### config.mk
export PLATFORM = sky130hd
export DESIGN_NAME = dram_rst_cke_init
export DESIGN_NICKNAME = d
export VERILOG_FILES = /design/src/rtl/dram_init_pkg.sv /design/src/rtl/dram_init_delay_lut.sv /design/src/rtl/dram_init_counter.sv /design/src/rtl/dram_rst_cke_init.sv
export SDC_FILE = /design/constraint.sdc
export NUM_CORES = 1
export LEC_CHECK = 0
export ABC_AREA = 1
export BUFFER_PORTS_ARGS = -buffer_cell sky130_fd_sc_hd__buf_2
export CORE_MARGIN = 4
export CORE_UTILIZATION = 30
export DETAILED_ROUTE_END_ITERATION = 10
export GPL_ROUTABILITY_DRIVEN = 0
export PLACE_DENSITY = 0.55
export RECOVER_POWER = 25
export SLEW_MARGIN = 30
export SYNTH_ARGS = -nofsm -noshare
export SYNTH_HDL_FRONTEND = slang
export SYNTH_SLANG_ARGS = --single-unit
### constraint.sdc
create_clock -name clk -period 2.6 [get_ports clk]
set_clock_uncertainty 0.15 [all_clocks]
set_input_delay 0.39 -clock clk [delete_from_list [all_inputs] [get_ports clk]]
set_output_delay 0.39 -clock clk [all_outputs]
set_load 0.05 [all_outputs]
### src/rtl/dram_init_pkg.sv
package dram_init_pkg;
  typedef enum logic [1:0] {
    ST_IDLE = 2'd0,
    ST_WRST = 2'd1,
    ST_WCKE = 2'd2,
    ST_DONE = 2'd3
  } seq_st_e;
endpackage

### src/rtl/dram_init_delay_lut.sv
module dram_init_delay_lut #(
  parameter int DW      = 10,
  parameter int SLOW_US = 655,
  parameter int MID_US  = 524,
  parameter int FAST_US = 394
) (
  input  logic [2:0]    sel,
  output logic [DW-1:0] delay_us
);
  always_comb begin
    case (sel)
      3'd0:    delay_us = DW'(SLOW_US);
      3'd1:    delay_us = DW'(MID_US);
      3'd2:    delay_us = DW'(FAST_US);
      3'd3:    delay_us = DW'(FAST_US);
      default: delay_us = DW'(SLOW_US);
    endcase
  end
endmodule

### src/rtl/dram_init_counter.sv
module dram_init_counter #(
  parameter int CW = 8
) (
  input  logic          clk,
  input  logic          rst_n,
  input  logic          clr,
  input  logic          en,
  input  logic [CW-1:0] limit,
  output logic          hit
);
  logic [CW-1:0] cnt_q, cnt_d;

  assign hit = en && !clr && (cnt_q == limit);

  always_comb begin
    cnt_d = cnt_q;
    if (clr || hit) cnt_d = '0;
    else if (en)    cnt_d = cnt_q + 1'b1;
  end

  always_ff @(posedge clk or negedge rst_n) begin
    if (!rst_n) cnt_q <= '0;
    else        cnt_q <= cnt_d;
  end

  a_r3_count_in_range: assert property (@(posedge clk) disable iff (!rst_n)
    (!clr && en) |-> (cnt_q <= limit));
endmodule

### src/rtl/dram_rst_cke_init.sv
module dram_rst_cke_init
  import dram_init_pkg::*;
#(
  parameter int CYC_PER_US = 200,
  parameter int CKE_TICKS  = 12,
  parameter int SLOW_US    = 655,
  parameter int MID_US     = 524,
  parameter int FAST_US    = 394
) (
  input  logic       clk,
  input  logic       rst_n,
  input  logic       clk_ratio_valid,
  input  logic [2:0] mclk_sel,
  input  logic       init_start,
  input  logic       mclk_tick,
  output logic       mem_reset_n,
  output logic       cke_lo,
  output logic       cke_up,
  output logic       init_done
);
  localparam int DW = $clog2(SLOW_US + 1);
  localparam int PW = $clog2(CYC_PER_US + 1);
  localparam int TW = $clog2(CKE_TICKS + 1);
  localparam logic [PW-1:0] PRE_LIM = PW'(CYC_PER_US - 1);
  localparam logic [TW-1:0] TCK_LIM = TW'(CKE_TICKS - 1);

  seq_st_e       st_q, st_d;
  logic [DW-1:0] lut_us, dly_q, dly_d;
  logic          go, idle, us_strobe, release_hit, cke_hit;

  assign go   = clk_ratio_valid && init_start;
  assign idle = (st_q == ST_IDLE);

  dram_init_delay_lut #(
    .DW(DW), .SLOW_US(SLOW_US), .MID_US(MID_US), .FAST_US(FAST_US)
  ) u_lut (
    .sel(mclk_sel), .delay_us(lut_us)
  );

  dram_init_counter #(.CW(PW)) u_prescale (
    .clk(clk), .rst_n(rst_n), .clr(idle),
    .en(st_q == ST_WRST), .limit(PRE_LIM), .hit(us_strobe)
  );

  dram_init_counter #(.CW(DW)) u_us_cnt (
    .clk(clk), .rst_n(rst_n), .clr(idle),
    .en(us_strobe), .limit(dly_q - 1'b1), .hit(release_hit)
  );

  dram_init_counter #(.CW(TW)) u_tick_cnt (
    .clk(clk), .rst_n(rst_n), .clr(idle),
    .en((st_q == ST_WCKE) && mclk_tick), .limit(TCK_LIM), .hit(cke_hit)
  );

  always_comb begin
    st_d  = st_q;
    dly_d = dly_q;
    if (!go) begin
      st_d = ST_IDLE;
    end else begin
      case (st_q)
        ST_IDLE: begin
          st_d  = ST_WRST;
          dly_d = lut_us;
        end
        ST_WRST: if (release_hit) st_d = ST_WCKE;
        ST_WCKE: if (cke_hit)     st_d = ST_DONE;
        default: st_d = ST_DONE;
      endcase
    end
  end

  always_ff @(posedge clk or negedge rst_n) begin
    if (!rst_n) begin
      st_q  <= ST_IDLE;
      dly_q <= DW'(SLOW_US);
    end else begin
      st_q  <= st_d;
      dly_q <= dly_d;
    end
  end

  assign mem_reset_n = (st_q == ST_WCKE) || (st_q == ST_DONE);
  assign cke_lo      = (st_q == ST_DONE);
  assign cke_up      = (st_q == ST_DONE);
  assign init_done   = (st_q == ST_DONE);

  a_r2_hold_without_valid: assert property (@(posedge clk) disable iff (!rst_n)
    !clk_ratio_valid |=> !mem_reset_n);
  a_r3_release_needs_go: assert property (@(posedge clk) disable iff (!rst_n)
    $rose(mem_reset_n) |-> $past(go));
  a_r6_cke_match: assert property (@(posedge clk) disable iff (!rst_n)
    cke_lo == cke_up);
  a_r7_done_with_cke: assert property (@(posedge clk) disable iff (!rst_n)
    $rose(init_done) |-> $rose(cke_lo));
  a_r8_abort: assert property (@(posedge clk) disable iff (!rst_n)
    !go |=> (!mem_reset_n && !cke_lo && !init_done));
  a_r11_cke_after_reset: assert property (@(posedge clk) disable iff (!rst_n)
    cke_up |-> mem_reset_n);
endmodule

==> impl_metrics.yaml <==
run_status:
  status: "complete, no violations"
cells_and_area:
  layout_common_cells: "nand2_1 (66), inv_1 (28), nor2_1 (28), dfrtp_1 (25), nand3_1 (12)"
  layout-drive-gt1-share: 0.1570
  n_antenna_cell: 0
  finish.net_count: 255
  final_common_cell: "nand2_1"
  synthToLayoutAreaGrowth_pct: 10.42
power:
  power.switching_mw: 0.2871
  leakagePower_nw: 0.9097
  vdd_drop_max_mv: 0.2358
  p_sw_frac: 0.2818
  seqPwrFrac: 0.484
  p_int_mw: 0.7317
  combPwrFrac: 0.164
  clock_power_share: 0.352
  p_per_area_nw_per_um2: 529.8
yosys:
  ys.flop_type: "dfrtp_1"
  ys_async_sr_fraction: 1.000
  ys_ff_latch: 28
  avgSynthCellArea_um2: 7.540
  yosys_warnings: 0
  yosysUniqueCellTypes: 34
  synth_top_area_cell: "dfrtp_1"
  ys_seq_area_frac: 0.4045
  synth_area_leaders: "dfrtp_1 (36%), nand2_1 (14%), inv_1 (6.0%), nor2_1 (6.0%), dfstp_2 (4.5%)"
  synth_top_area_frac: 0.3592
  synth-edff-count: 0
  syn_inst: 231
  synth_nets: 243
  netlist_area_um2: 1742
timing:
  final_max_slew_viol_count: 0
  setup_viol: 0
  setup_tns_ps: 0
  rsz0062_at_grt: "no"
  period_needed_ps: 1978
  worst_slew_pin_slew_ps: 661.5
  max_clock_freq_ghz: 0.5055
  period_share: 0.7608
  hold_violations: 0
  setup_slack_ps: 621.9
  relSlewSlack: 0.5590
clock_network:
  cts_root_buf: "clkbuf_8"
  cts_setup_buffers: 0
  cts_tree: "done"
  cts_sinks: 28
  hold_buffers: 1
  cts.clk_slew.worst_paths_ps: 100
  clockBufferDepth: 2
  cts_resized: 0
  cts_buffers: 3
  clock_latency_ps: 290
  cts-htree-levels: 1
detailed_routing:
  drt_iter0_drc: 56
  vias: 1386
  firstDrtPassIters: 4
  drt_wl_total_um: 3513
  antenna_left: 0
  route.detailed.drc: 0
  via_per_inst: 4.414
  wl_per_cell_um: 11.19
placement:
  dp_hpwl_um: 2542
  pre_cts_slack_ps: 624.9
  io_buffers: 11
critical_path:
  r2r_end: "u_us_cnt.cnt_q[7]"
  crit_type: "flop to flop"
  reg2regPathDepth: 10
  required_ps: 2630
  crit_path_start_kind: "flop"
  cp-end-kind: "flop"
  reg2reg_setup_slack_ps: 620
  reg2reg_from: "dly_q[0]"
  critPathMaxFanout: 8
  cp.arrival_ps: 2000
floorplanning:
  io_pins: 12
  floorplan.initialDensity: 0.3125
  die_x_um: 84.20
  rows: 27
  dieHeight_um: 84.20
  die-area_um2: 7089
  core_area_um2: 5574
hold_path:
  hold_depth: 3
  min_from: "mclk_sel[2]"
  holdCritPathClass: "input pin to flop"
  min_to: "dly_q[7]"
grt:
  grt_use_total: 0.1042
  grt_pass1_wl_um: 6154
  grt_max_degree: 29
  grt-ovfl-total: 0
  antenna_found_initial: 0
  grt_pass1_vias: 1343
job:
  maxCapViolations: 0
==> registers in the layout (all words and copies together) (netlist names) <==
| signal | count |
|---|---|
| u_prescale.cnt_q | 8 |
| u_tick_cnt.cnt_q | 4 |
| dly_q | 4 |
| st_q | 2 |
| u_us_cnt.cnt_q | 10 |
==> Yosys cell counts (all sizes together) (3+ instances only) <==
library cell,n
buf,4
o21ai,9
nand2,69
nor2,35
a21oi,11
xor2,5
nand3,13
ha,4
inv,34
dfstp,3
dfrtp,25
nand4,8
nor3,3
==> worst max-delay path by stage <==
stage,slack (ps),endpoint,startpoint
6_report,620,u_us_cnt.cnt_q[7],dly_q[0]
5_1_grt,510,u_us_cnt.cnt_q[5],dly_q[0]
4_1_cts,610,u_us_cnt.cnt_q[5],dly_q[0]
3_5_place_dp,620,u_us_cnt.cnt_q[2],dly_q[0]
3_3_place_gp,670,u_us_cnt.cnt_q[7],dly_q[0]
2_1_floorplan,780,u_us_cnt.cnt_q[5],dly_q[0]
==> worst max-delay path: stages, from the launching register on <==
cell and delay, ps:
dfstp_2 560, inv_1 80, ha_1 310, nand2_1 70, inv_1 40, nor2_1 80
nand3_1 100, nor2_2 150, nand3_4 130, nand2_2 160, nor2_1 60
==> power groups by stage <==
stage,clock [mW],combinational (mW),sequential (mW)
after floorplan,0,0.135,0.493
after global placement,0,0.165,0.500
after detailed placement,0,0.168,0.502
after CTS,0.372,0.170,0.493
after global routing,0.386,0.189,0.498
final,0.359,0.167,0.493
==> cell type report <==
type	instances	area [um2]
Clock inverter	1	30.03
Clock buffer	3	41.29
Tap cell	72	90.09
Multi-Input combinational cell	164	862.1
Sequential cell	28	704.4
Fill cell	594	3651
Timing Repair Buffer	12	65.06
Inverter	34	130.1
==> through the flow <==
step	area [um2]	std cells	utilization	power [mW]	hold WS [ps]
2_1_floorplan	1742	231	-	0.6285	-55.59
3_3_place_gp	1842	309	0.3304	0.6656	317.8
3_5_place_dp	1842	309	0.3304	0.6696	320.5
4_1_cts	1923	314	0.3450	1.035	252.6
5_1_grt	1923	314	0.3450	1.074	263.8
6_report	1923	314	0.3450	1.019	255.0
==> kinds of logic (layout without fill, tap and decap cells) <==
| family | after synthesis | count (layout) | share of synthesized area |
|---|---|---|---|
| xor gates and xnor gates | 5 | 5 | 0.02514 |
| AOI/OAI and AO/OA | 24 | 24 | 0.07472 |
| DFF | 28 | 28 | 0.4045 |
| adders and majority gates | 4 | 4 | 0.02874 |
| and+or+nand+nor | 131 | 131 | 0.3664 |
| buffers and inverters | 39 | 50 | 0.1006 |
==> metal layers <==
metal	routed length [um]	share of wire	vias up	GRT usage
met5	0	0	-	0
met1	1748	0.50	622	0.1397
met4	15	0.0043	0	0.02193
li1	-	-	747	-
met2	1628	0.46	15	0.1714
met3	120	0.034	2	0.02453
No activity file was read; power rests on OpenSTA's default activity.
